**config.mk**
```make
export PLATFORM = sky130hd
export DESIGN_NAME = wdog_lock
export DESIGN_NICKNAME = d
export VERILOG_FILES = /design/src/rtl/wdog_lock.sv
export SDC_FILE = /design/constraint.sdc
export NUM_CORES = 1
export LEC_CHECK = 0
export ABC_AREA = 1
export ABC_CLOCK_PERIOD_IN_PS = 3220
export BUFFER_PORTS_ARGS = -buffer_cell sky130_fd_sc_hd__buf_4
export CAP_MARGIN = 15
export CORE_MARGIN = 2
export CORE_UTILIZATION = 34
export DETAILED_ROUTE_END_ITERATION = 16
export MAX_ROUTING_LAYER = met4
export PLACE_DENSITY = 0.61
export SKIP_LAST_GASP = 1
export SLEW_MARGIN = 15
export SYNTH_ARGS = -nofsm -noshare
export SYNTH_HDL_FRONTEND = slang
export SYNTH_SLANG_ARGS = --single-unit
```
**constraint.sdc**
```tcl
create_clock -name clk -period 3.22 [get_ports clk]
set_input_delay 0.322 -clock clk [delete_from_list [all_inputs] [get_ports clk]]
set_output_delay 0.322 -clock clk [all_outputs]
set_load 0.005 [all_outputs]
```
**src/rtl/wdog_lock.sv**
```systemverilog
module wdog_lock #(
  parameter int          REF_DIV = 16384,
  parameter logic [15:0] SEQ_A   = 16'h5555,
  parameter logic [15:0] SEQ_B   = 16'hAAAA,
  parameter logic [7:0]  PRE_DEF = 8'h04
) (
  input  logic        clk,
  input  logic        rst_n,
  input  logic        ref_tick,
  input  logic        wr_en,
  input  logic [3:0]  addr,
  input  logic [15:0] wdata,
  output logic [15:0] rdata,
  output logic        irq,
  output logic        rst_req
);
  localparam int DW = (REF_DIV > 1) ? $clog2(REF_DIV) : 1;
  localparam logic [DW-1:0] DIV_LAST = DW'(REF_DIV - 1);
  localparam logic [3:0] A_CTL = 4'h0, A_SVC = 4'h2, A_CAU = 4'h4, A_ICT = 4'h6, A_MSC = 4'h8;

  logic [7:0]    tmo, pre;
  logic          en, asrt, ctl_lk, ie, ist, ict_lk, armed, pde, rq;
  logic [8:0]    cnt;
  logic [DW-1:0] div;
  logic [15:0]   svc_q;
  logic [1:0]    cause;

  wire running = en && (tmo != 8'd0);
  wire w_ctl   = wr_en && (addr == A_CTL);
  wire w_svc   = wr_en && (addr == A_SVC);
  wire w_ict   = wr_en && (addr == A_ICT);
  wire w_msc   = wr_en && (addr == A_MSC);

  wire [7:0] n_tmo   = ctl_lk ? tmo : wdata[15:8];
  wire       n_en    = en | wdata[2];
  wire [8:0] n_top   = {1'b0, n_tmo} + 9'd1;
  wire [8:0] top_cnt = {1'b0, tmo} + 9'd1;
  wire       n_ie    = ict_lk ? ie : wdata[15];
  wire [7:0] n_pre   = ict_lk ? pre : wdata[7:0];

  wire reload  = w_svc && (svc_q == SEQ_A) && (wdata == SEQ_B) && running;
  wire counting = running && (cnt != 9'd0) && ref_tick && !w_ctl && !reload;
  wire step    = counting && (div == DIV_LAST);
  wire [8:0] cnt_dec = cnt - 9'd1;
  wire fire    = step && armed && (cnt_dec == {1'b0, pre});
  wire expire  = step && (cnt == 9'd1);
  wire ctl_req = w_ctl && (!wdata[4] || !wdata[5] || (n_en && n_tmo == 8'd0));

  always_ff @(posedge clk or negedge rst_n) begin
    if (!rst_n) begin
      tmo <= '0; en <= 1'b0; asrt <= 1'b1; ctl_lk <= 1'b0;
      cnt <= '0; div <= '0; svc_q <= '0; cause <= '0;
      ie <= 1'b0; pre <= PRE_DEF; ist <= 1'b0; ict_lk <= 1'b0;
      armed <= 1'b0; pde <= 1'b1; rq <= 1'b0;
    end else begin
      rq <= ctl_req || expire;
      if (w_ctl) begin
        tmo    <= n_tmo;
        en     <= n_en;
        asrt   <= wdata[5];
        ctl_lk <= 1'b1;
        cnt    <= n_top;
        div    <= '0;
        armed  <= n_en && (n_tmo != 8'd0) && ie && (n_top > {1'b0, pre});
        if (!wdata[4]) cause <= 2'b01;
      end else if (reload) begin
        cnt   <= top_cnt;
        div   <= '0;
        armed <= ie && (top_cnt > {1'b0, pre});
      end else if (counting) begin
        if (step) begin
          div <= '0;
          cnt <= cnt_dec;
          if (fire) armed <= 1'b0;
          if (expire) cause <= 2'b10;
        end else begin
          div <= div + 1'b1;
        end
      end
      if (w_ict) begin
        ie     <= n_ie;
        pre    <= n_pre;
        ict_lk <= 1'b1;
        armed  <= running && n_ie && (cnt > {1'b0, n_pre});
      end
      if (fire) ist <= 1'b1;
      else if (w_ict && wdata[14]) ist <= 1'b0;
      if (w_svc) svc_q <= wdata;
      if (w_msc) pde <= wdata[0];
    end
  end

  always_comb begin
    case (addr)
      A_CTL:   rdata = {tmo, 2'b00, asrt, 1'b1, 1'b0, en, 2'b00};
      A_SVC:   rdata = svc_q;
      A_CAU:   rdata = {14'd0, cause};
      A_ICT:   rdata = {ie, ist, 6'd0, pre};
      A_MSC:   rdata = {15'd0, pde};
      default: rdata = 16'd0;
    endcase
  end

  assign irq     = ist;
  assign rst_req = rq;
endmodule

```
==> Word level (Yosys, flattened, before mapping) <==
Index checks and enable logic that the tools add are counted.
Widths: inputs -> output; s select.
{ "word_totals": {"inputBits": 24, "elab_cells": 109, "reg_bits": 66, "out_inout_bits": 18} }
{ "op_classes": {"n_reduce_logical": 49, "eq_ne": 11, "muxes": 26, "n_lt_le_gt_ge": 3, "n_addsub": 4, "bitwise_logic": 1} }
{ "op_table": {"columns": ["operator", "n"], "rows": [
  ["$pmux 16 s5", 1],
  ["$mux 14", 4],
  ["$mux 9", 4],
  ["$gt 9x8->1", 3],
  ["$logic_and 1x1->1", 25],
  ["$add 8x1->9 const B", 2],
  ["$eq 16x15->1 const B", 1],
  ["$eq 16x16->1 const B", 1],
  ["$mux 8", 2],
  ["$reduce_bool 8->1", 2],
  ["$add 14x1->14 const B", 1],
  ["$eq 14x14->1 const B", 1],
  ["$mux 2", 6],
  ["$reduce_bool 4->1", 3],
  ["$eq 9x1->1 const B", 1],
  ["$eq 9x8->1", 1],
  ["$mux 1", 9],
  ["$reduce_bool 9->1", 1],
  ["$sub 9x1->9 const B", 1],
  ["$eq 4x3->1 const B", 2],
  ["$logic_not 8->1", 1],
  ["$reduce_bool 2->1", 4],
  ["$reduce_bool 3->1", 2],
  ["$reduce_and 5->1", 1],
  ["other kinds (9)", 15]
]} }

==> Logic depth before layout (Yosys ltp) <==
Gate-level depths: netlist of run 1.
{ "logic_depth": {"depth_word": 16, "mapped_depth": 23, "depth_no_buf": 23} }

==> Worst setup path after synthesis of run 1 <==
No wires, ideal clock.
{ "synth_timing": {"path_type": "flip-flop to flip-flop", "start": "register ctl_lk", "end": "register armed", "synth_period_minus_slack_ns": 2.658, "setup_ns": 0.119, "required_time_ns": 3.101, "path_buffers": 1, "t_arrival_ns": 2.540, "slack_ns": 0.562, "stages_incl_launch_ff": 21, "cell_sequence": "dfrtp_1 buf_4 o21ai_0 inv_1 ha_1 or2_2 nand2_1 inv_1 ha_1 nand2_1 inv_1 o21bai_1 nand3_1 nand2_1 nand2_1 nand2_1 nand2_1 nand3_1 nand2_1 nor2_1 nand2_1"} }
{ "synth_via": {"elab_chain_cells": 7, "word_cells_on_any_way": 9, "classes_between": "add/sub (1); order compare (1); mux (3); reduce/logical (4)"} }
{ "synth_lines": {"columns": ["element", "line", "rtl"], "rows": [
  ["start: declaration", "22", "logic en, asrt, ctl_lk, ie, ist, ict_lk, armed, pde, rq;"],
  ["start signal: assignment", "51", "tmo <= '0; en <= 1'b0; asrt <= 1'b1; ctl_lk <= 1'b0;"],
  ["start signal: assignment", "61", "ctl_lk <= 1'b1;"],
  ["$mux 8 (*)", "34", "wire [7:0] n_tmo = ctl_lk ? tmo : wdata[15:8];"],
  ["net n_tmo[0]", "34", null],
  ["parallel branches: the longest is 3 deep, another holds $add 8x1->9", null, null],
  ["$logic_and 1x1->1 (*)", "64", "armed <= n_en && (n_tmo != 8'd0) && ie && (n_top > {1'b0, pre});"],
  ["$mux 1 (*)", "57", "if (w_ctl) begin"],
  ["$mux 1 (*)", "80", "if (w_ict) begin"],
  ["end signal: assignment", "64", null],
  ["end signal: assignment", "69", "armed <= ie && (top_cnt > {1'b0, pre});"],
  ["end signal: assignment", "84", "armed <= running && n_ie && (cnt > {1'b0, n_pre});"],
  ["end: declaration", "22", null]
]} }
Mark *: on every way through the listed nets, which the timed path passes.
A chain may end at the register's enable or synchronous reset.

==> Final worst setup path of run 1 <==
Same ends and word-level chain as after synthesis.

==> metrics.txt, run 1 <==
GRT Resource Usage Total 21.0%; Largest delay share family, worst path simple AND/OR/NAND/NOR gates; Crit path buffers/inverters 3; Crit path top cell by count nand2_1; critical setup path kind flop to flop; Root Driver clkbuf_16; TNS Setup 0 ns; Synth Flop Type dfrtp_1; Leakage 3.02 nW; FFs w/ async S/R, synth 100%; Cell variety after synth 41; CTS Sinks 66; crit-path cells o21ai_0 > inv_1 > ha_1 > or2_2 > nand2_1 > inv_1 > ha_1 > nand2_1 > inv_1 > o21bai_1 > nand3_1 > nand2_1 > nand2_1 > nand2_1 > nand2_1 > nand3_1 > nand2_1 > nor2_1 > nand2_1; setup ws final approximately 0.42 ns; post-CTS resize count 0; Yosys Warn Count 0; initial antenna violation count 0; Comb power frac slightly below 40%; CTS tree built; share of cells above drive strength 1 ~11%; first-pass GRT wire length roughly 26,000 um; final WL between 15,000 and 20,000 um; Hold-fix buffers, CTS 0; post-route ant nets 0; Sw Share a little over two fifths; clock share of power 26.5%; # port buffers 41; WL per Instance 15.7 um; first-iteration detailed-routing DRC count roughly 500; Max VDD drop between 0.2 and 0.3 mV; PwrDens between 600 and 700 nW/um2; crit share post-route between 80% and 90%; Die Span X 126 um; Crit path required time 3.46 ns; largest net degree at the start of global routing 67; CTS buffer count 9; vias in the first global route 4,723; Worst Hold Class primary input to async pin; clock slew at reported path FFs around 0.070 ns; Rel. slew slack between 30% and 40%; area growth from synthesis to layout 15.3%; DR pass1 iterations 5; Finished Core Util between 40% and 50%; die height ~130 um; synthesis-stage register bit count 66; Fin Hold WS between 0.1 and 0.15 ns; diode count 0; syn avg cell area around 6.8 um2; slowest stage delay, CP between 0.5 and 0.6 ns; Post-synth EDFFs 0; Final setup viols 0; Site Rows 44; clock skew roughly 0.015 ns; crit end category flop; nets around 850; die area between 15,000 and 20,000 um2; Worst-Margin Slew 0.915 ns; initial core utilization 34.8%; Placement Setup Slack ~0.47 ns; vias per cell ~5.1; synthesized instance count between 700 and 800; crit-path max FO 15; syn_nets around 800; cell area after synthesis around 5100 um2; global route total overflow 0; # DRC 0; GP Congestion 0.906; Final Max Tran Viols 0; post-layout min period 2.80 ns; RSZ-0062 raised after global routing no; DR vias between 5,000 and 6,000; maxcap violations 0; post-DP HPWL between 10,000 and 15,000 um; Max Freq roughly 360 MHz; Internal Pwr Total approximately 0.0021 W; Flop pwr share between 30% and 40%; status completed; core area 14,600 um2; Worst-Skew Late Latency roughly 0.35 ns; Final Hold Fails 0; register area share after synthesis between 30% and 40%; element type at the critical path start flop; # IOs 42; CP arrival 3.04 ns; postcts setup bufs 0; CP max stage cell dfrtp_1; NetSw between 0.0015 and 0.002 W; CTS H-tree lvls 3; Max Root-Sink Buffers 2
[logic make-up after synthesis]
family / Yosys count / share of synthesized area, %
AOI/OAI and AO/OA: 107 / 11.9
xor gates and xnor gates: 15 / 2.59
adders and majority gates: 33 / 8.13
buffers and inverters: 113 / 8.86
DFF: 66 / 32.6
and+or+nand+nor: 416 / 36.0
[sequential cells by signal (all words and copies together), names as in the netlist, 2 cells and up]
register and flops:
pre 8, cnt 9, cause 2, div 14
tmo 8, svc_q 16
[stage by stage]
| step | cell area (um2) | total power [W] | std cells |
|---|---|---|---|
| finish | 5860 | 0.00371 | 980 |
| floorplan | 5080 | 0.00227 | 750 |
| CTS | 5860 | 0.00370 | 980 |
| global route | 5860 | 0.00401 | 980 |
| global placement | 5570 | 0.00270 | 964 |
| detailed placement | 5570 | 0.00271 | 964 |
[final timing paths]
| check | startpoint | endpoint | slack (ns) | cells past startpoint |
|---|---|---|---|---|
| worst max-delay path | ctl_lk | armed | 0.42 | 19 |
| worst min-delay path | rst_n | svc_q[3] | 0.10 | 1 |
| worst max register to register | ctl_lk | armed | 0.42 | 19 |
| worst min register to register | cause[0] | cause[0] | 0.50 | 1 |
| max in group asynchronous | rst_n | cnt[4] | 2.51 | 1 |
| min in group clk | wdata[8] | svc_q[8] | 0.20 | 3 |
[layout by cell type, fill, tap and decap left out, types with 2 or more instances in the layout]
master,n
nor2_4,3
a21o_1,2
inv_2,3
buf_4,45
nor3_1,8
nand4_1,19
clkbuf_8,2
or2_2,3
dfstp_2,3
nor3_2,2
clkbuf_16,9
o2111ai_1,2
nor2_1,74
nand3b_1,5
o21ai_0,64
a21oi_1,13
inv_1,94
nand2_4,3
nand3_1,56
nor2_2,4
o221ai_1,6
nand2_1,231
o211ai_1,3
nand3_2,3
o21bai_1,2
ha_1,33
xor2_1,14
o22ai_1,11
inv_6,2
o21ai_1,2
dfrtp_1,63
[area by class of cell]
class	instances	area (um2)
flip-flops and latches	66	1660
well taps	184	230
inverters	98	370
repair buffers	45	338
clock inverters	4	33.8
fillers	1531	8730
clock buffers	12	256
multi-input cells	571	2980
[power by group through the flow]
stage,registers (W),logic [W],clock network [W]
after floorplan,0.00119,0.00107,0
after global placement,0.00129,0.00141,0
after detailed placement,0.00129,0.00142,0
after CTS,0.00128,0.00143,0.000998
after global routing,0.00132,0.00166,0.00103
final,0.00128,0.00144,0.000982
[Yosys cell counts (all sizes together), types with 11 or more instances]
cell type | count | area (um2)
nor2 | 82 | 357
nand2 | 235 | 907
ha | 33 | 413
inv | 98 | 370
nand3 | 59 | 310
a21oi | 13 | 65.1
o21ai | 67 | 339
o22ai | 11 | 68.8
dfrtp | 63 | 1580
nand4 | 19 | 119
xor2 | 14 | 123
[worst register-to-register path: stages (launching register included)]
cell	delay (ns)
dfrtp_1	0.51
o21ai_0	0.38
inv_1	0.11
ha_1	0.21
or2_2	0.29
nand2_1	0.08
inv_1	0.05
ha_1	0.27
nand2_1	0.06
inv_1	0.03
o21bai_1	0.11
nand3_1	0.08
nand2_1	0.06
nand2_1	0.04
nand2_1	0.05
nand2_1	0.07
nand3_1	0.07
nand2_1	0.06
nor2_1	0.08
nand2_1	0.05
[layer usage]
layer | share of wire, % | track usage (%)
met1 | 49 | 30.2
met4 | 1.9 | 7.24
met3 | 6.9 | 4.04
met5 | 0 | -
met2 | 43 | 29.5
(Power assumes the default switching activity.)
==> run 2, diff against run 1 <==
Settings changed: BUFFER_PORTS_ARGS -buffer_cell sky130_fd_sc_hd__buf_4 to default, CELL_PAD_IN_SITES_DETAIL_PLACEMENT from default to 1, CELL_PAD_IN_SITES_GLOBAL_PLACEMENT from default to 1, CORE_UTILIZATION 34 to 47, DONT_BUFFER_PORTS from default to 1, PLACE_DENSITY 0.61 to 0.92.
==> run 2 against run 1 <==
Net effect: maximum frequency fell by 1.3%; sequential share of layout area rose by 2.3 points; critical endpoint unchanged; clock skew fell by 0.0030 ns; count of clock-buffer cells in the layout fell by 1; hold slack got worse by 0.023 ns; global-route usage rose by 12 points; first-iteration DRC count fell by 29%; non-clock buffer count fell by 40.
==> metrics.txt, run 2 (synthesized netlist as in run 1, its figures left out) <==
status completed; initial core utilization 48.8% (+14 points); post-layout min period 2.84 ns (+0.0366 ns); GRT Resource Usage Total 33.0% (+12 points); Leakage 2.77 nW (-8.1%); CTS tree built; Worst-Skew Late Latency 0.36 ns (about the same); post-DP HPWL 13,100 um (+10%); Worst-Margin Slew 0.774 ns (-0.141 ns); Die Span X 108 um (-14%); # DRC 0 (unchanged); diode count 0 (unchanged); GP Congestion 0.907 (about the same); Final Max Tran Viols 0 (unchanged); post-route ant nets 0 (unchanged); Final setup viols 0 (unchanged); largest net degree at the start of global routing 67 (unchanged); Root Driver clkbuf_8; non-filler cells, final 892 (-9.0%); vias in the first global route 5,500 (+16%); clock skew 0.0117 ns (-0.00295 ns); Placed Cells 874 (-9.3%); RSZ-0062 raised after global routing no; Most flops, register svc_q; die area 11,700 um2 (-27%); DR pass1 iterations 5 (unchanged); Max Root-Sink Buffers 2 (unchanged); postcts setup bufs 0 (unchanged); crit share post-route 88.1% (+1.1 points); maxcap violations 0 (unchanged); largest registers svc_q: 16 flops, div: 14 flops, cnt: 9 flops; # IOs 42 (unchanged); Max Freq 352 MHz (-1.3%); DR vias 5,250 (+4.4%); Rel. slew slack 47.9% (+8.8 points); vias per cell 5.89 (+15%); Site Rows 37 (-16%); dpl cell area 5190 um2 (-6.7%); Max VDD drop 0.313 mV (+14%); # port buffers 0 (-100%); Filler Cell Count 1,387 (-9.4%); CTS buffer count 9 (unchanged); crit-path max FO 15 (unchanged); share of cells above drive strength 1 6.22% (-4.8 points); critical setup path kind flop to flop; most common cell after layout, fill and taps aside nand2_1; commonest cells after routing, fill and taps aside 231 x nand2_1, 94 x inv_1, 74 x nor2_1; die height 108 um (-14%); CP arrival 3.14 ns (+0.10 ns); Crit path required time 3.52 ns (+0.06 ns); PwrDens 649 nW/um2 (+2.5%); max reg flops 16 (unchanged); initial antenna violation count 0 (unchanged); CTS Sinks 66 (unchanged); TNS Setup 0 ns (unchanged); crit end category flop; clock slew at reported path FFs 0.09 ns (+0.02 ns); WL per Instance 19.9 um (+27%); global route total overflow 0 (unchanged); nets 808 (-4.7%); first-pass GRT wire length 28,600 um (+12%); Worst Hold Class primary input to flop; final WL 17,800 um (+15%); final instance area 5420 um2 (-7.5%); core area 10,400 um2 (-29%); element type at the critical path start flop; first-iteration detailed-routing DRC count 354 (-29%); area growth from synthesis to layout 6.65%; CTS H-tree lvls 3 (unchanged); Final Hold Fails 0 (unchanged); Total Power 0.00351 W (-5.2%)
run 2: cell types whose count changed in the layout (fill, tap and decap cells not counted), moves of 2 or more:
cell,delta
inv_6,-2
clkinv_2,+2
clkbuf_16,-9
clkbuf_8,+7
buf_4,-42
run 2: area by class of cell:
| type | count | area (um2) | share of cell area [%] |
|---|---|---|---|
| Timing Repair Buffer | 5 | 60.1 | 1.11 |
| Sequential cell | 66 | 1660 | 30.6 |
| Tap cell | 136 | 170 | 3.14 |
| Inverter | 98 | 370 | 6.83 |
| Clock buffer | 11 | 131 | 2.42 |
| Multi-Input combinational cell | 571 | 2980 | 54.9 |
| Clock inverter | 5 | 55.1 | 1.02 |
run 2: where the power goes:
| part | internal, W | switching, W | total, W |
|---|---|---|---|
| Combinational | 0.000511 | 0.000981 | 0.00149 |
| Sequential | 0.00103 | 0.000266 | 0.00130 |
| Clock | 0.000356 | 0.000367 | 0.000723 |
| Total | 0.00190 | 0.00161 | 0.00351 |
run 2: worst paths after layout:
path	start	to	slack [ns]	cells past startpoint
hold / removal	wdata[15]	svc_q[15]	0.08	2
setup / recovery	ctl_lk	armed	0.38	20
max in group asynchronous	rst_n	ctl_lk	2.40	2
setup reg to reg	ctl_lk	armed	0.38	20
min in group asynchronous	rst_n	svc_q[7]	0.49	2
hold reg to reg	pde	pde	0.52	2
run 2: critical path: stages (launching register included):
cell     delay, ns
dfrtp_2       0.50
o21ai_0       0.35
inv_1         0.12
ha_1          0.21
nand2_1       0.14
o21ai_0       0.15
nand2_1       0.12
inv_1         0.07
ha_1          0.31
nand2_1       0.07
nor2_1        0.14
nand2_1       0.07
nand3_1       0.08
nand2_1       0.05
nand2_1       0.05
nand2_1       0.05
nand2_1       0.06
nand3_1       0.07
nand2_1       0.09
nor2_1        0.04
nand2_1       0.05
run 2: metal layers:
metal	routed length [um]	up-vias	part of all wire (%)	GRT usage, %
met2	8340	179	47	53.2
met3	1080	68	6.0	6.99
li1	-	2442	-	-
met5	0	-	0	-
met4	759	0	4.3	16.0
met1	7610	2561	43	39.3
run 2: per-stage QoR:
step | worst slack [ns] | util (%) | hold WS (ns)
4_1_cts | 0.371 | 52.0 | 0.0738
3_3_place_gp | 0.589 | 49.9 | 0.0278
6_report | 0.382 | 52.0 | 0.0820
3_5_place_dp | 0.415 | 49.9 | 0.0278
5_1_grt | 0.130 | 52.0 | 0.0848
2_1_floorplan | 0.562 | - | 0.0264
run 2: what timing repair did:
item | 4_1_cts | 5_1_grt
hold buffers | 2 | 0
setup endpoints to repair | 0 | 1
resized for setup | 0 | 1
endpoints found under the hold margin | 66 | 0
==> run 3, diff against run 2 <==
Settings changed: CAP_MARGIN 15 to 25, CTS_BUF_LIST from default to sky130_fd_sc_hd__clkbuf_16.
==> run 3 against run 2 <==
Net effect: final cell count unchanged; via count up 0.46%; sequential power about the same; sequential share of layout area down 0.56 points; critical path type unchanged; largest cell class unchanged; highest routed layer unchanged.
==> metrics.txt, run 3 (synthesized netlist as in run 1, its figures left out) <==
status completed; GP Congestion 0.907 (unchanged); Placement Setup Slack 0.415 ns (unchanged); Total Power 0.00380 W (+8.2%); # port buffers 0 (unchanged); Largest delay share family, worst path simple AND/OR/NAND/NOR gates; Die Span X 108 um (unchanged); critical setup path kind flop to flop; Worst-Skew Late Latency 0.34 ns (-0.02 ns); maxcap violations 0 (unchanged); crit share post-route 93.2% (+5.1 points); max reg flops 16 (unchanged); Max Freq 333 MHz (-5.4%); CP max stage cell dfrtp_1; vias per cell 5.91 (+0.46%); Filler Cell Count 1,378 (-0.65%); RSZ-0062 raised after global routing no; CTS H-tree lvls 3 (unchanged); Final Hold Fails 0 (unchanged); Fin Hold WS 0.101 ns (+0.0193 ns); setup ws final 0.219 ns (-0.163 ns); post-route ant nets 0 (unchanged); Crit path required time 3.45 ns (-0.07 ns); largest registers svc_q: 16 flops, div: 14 flops, cnt: 9 flops; nets 808 (unchanged); Rel. slew slack 44.6% (-3.2 points); area growth from synthesis to layout 8.64%; Max Root-Sink Buffers 2 (unchanged); die height 108 um (unchanged); Leakage 2.83 nW (+2.0%); first-pass GRT wire length 29,300 um (+2.4%); CP arrival 3.23 ns (+0.09 ns); postcts setup bufs 0 (unchanged); Worst Hold Class primary input to flop; PwrDens 689 nW/um2 (+6.2%); crit-path cells inv_1 > nand2_1 > o21ai_0 > inv_1 > ha_1 > nand2_1 > nor2_1 > nand2_1 > o21bai_1 > nand2_1 > inv_1 > ha_1 > a21o_1 > a21oi_1 > nand2_1 > nand2_1 > nand2_1 > nand3_1 > nand2_1 > nor2_1 > nand2_1; # IOs 42 (unchanged); Worst-Margin Slew 0.822 ns (+0.0478 ns); WL per Instance 20.4 um (+2.3%); Crit path top cell by count nand2_1; final WL 18,200 um (+2.3%); CTS buffer count 9 (unchanged); element type at the critical path start flop; Max VDD drop 0.332 mV (+6.1%); crit end category flop; Final Max Tran Viols 0 (unchanged); first-iteration detailed-routing DRC count 389 (+9.9%); Final setup viols 0 (unchanged); largest net degree at the start of global routing 67 (unchanged); global route total overflow 0 (unchanged); clock skew 0.00680 ns (-0.00491 ns); # DRC 0 (unchanged); CTS Sinks 66 (unchanged); Root Driver clkbuf_16; Site Rows 37 (unchanged); DR vias 5,274 (+0.46%); diode count 0 (unchanged); die area 11,700 um2 (unchanged); GRT Resource Usage Total 33.8% (+0.87 points); core area 10,400 um2 (unchanged); CTS tree built; most common cell after layout, fill and taps aside nand2_1; share of cells above drive strength 1 6.22% (unchanged); clock slew at reported path FFs 0.06 ns (-0.03 ns); slowest stage delay, CP 0.46 ns (-0.04 ns); TNS Setup 0 ns (unchanged); commonest cells after routing, fill and taps aside 231 x nand2_1, 96 x inv_1, 74 x nor2_1; initial antenna violation count 0 (unchanged); vias in the first global route 5,556 (+1.0%); DR pass1 iterations 5 (unchanged); crit-path max FO 6 (-9); post-DP HPWL 13,100 um (unchanged); Crit path buffers/inverters 3 (+1); Most flops, register svc_q; initial core utilization 48.8% (unchanged); post-layout min period 3.00 ns (+0.163 ns)
run 3: area by class of cell:
class	instances	area [um2]	share of cell area (%)
Clock buffer	9	225	4.08
Clock inverter	7	62.6	1.13
Inverter	98	370	6.71
Multi-Input combinational cell	571	2980	53.9
Sequential cell	66	1660	30.0
Tap cell	136	170	3.08
Timing Repair Buffer	5	60.1	1.09
run 3: final timing paths:
kind | start | endpoint | slack [ns] | cells past startpoint
worst max register to register | tmo[0] | armed | 0.22 | 21
worst max-delay path | tmo[0] | armed | 0.22 | 21
worst min register to register | pde | pde | 0.49 | 2
worst min-delay path | wdata[13] | svc_q[13] | 0.10 | 2
max in group asynchronous | rst_n | pde | 2.37 | 2
min in group asynchronous | rst_n | svc_q[0] | 0.53 | 2
run 3: metrics by stage:
| step | area, um2 | utilization (%) | std cells |
|---|---|---|---|
| finish | 5520 | 53.0 | 892 |
| global route | 5520 | 53.0 | 892 |
| CTS | 5520 | 53.0 | 892 |
| detailed placement | 5190 | 49.9 | 874 |
| global placement | 5190 | 49.9 | 874 |
| floorplan | 5080 | - | 750 |
run 3: where the power goes:
part           internal (W)  switching [W]  leakage (nW)
sequential          0.00104       0.000263         0.827
clock              0.000591       0.000404         0.144
combinational      0.000512       0.000997          1.86
total               0.00214        0.00166          2.83
run 3: what timing repair did:
| item | CTS | global route |
|---|---|---|
| gates resized for setup | 0 | 1 |
| endpoints found under the hold margin | 66 | 0 |
| hold buffers | 2 | 0 |
| endpoints found under the setup margin | 0 | 1 |
run 3: metal layers:
metal,global-route usage (%),vias to the layer above,wire [um]
met3,8.02,58,1310
met2,55.0,184,8610
met4,16.1,0,694
met5,-,-,0
li1,-,2439,-
met1,39.6,2593,7590
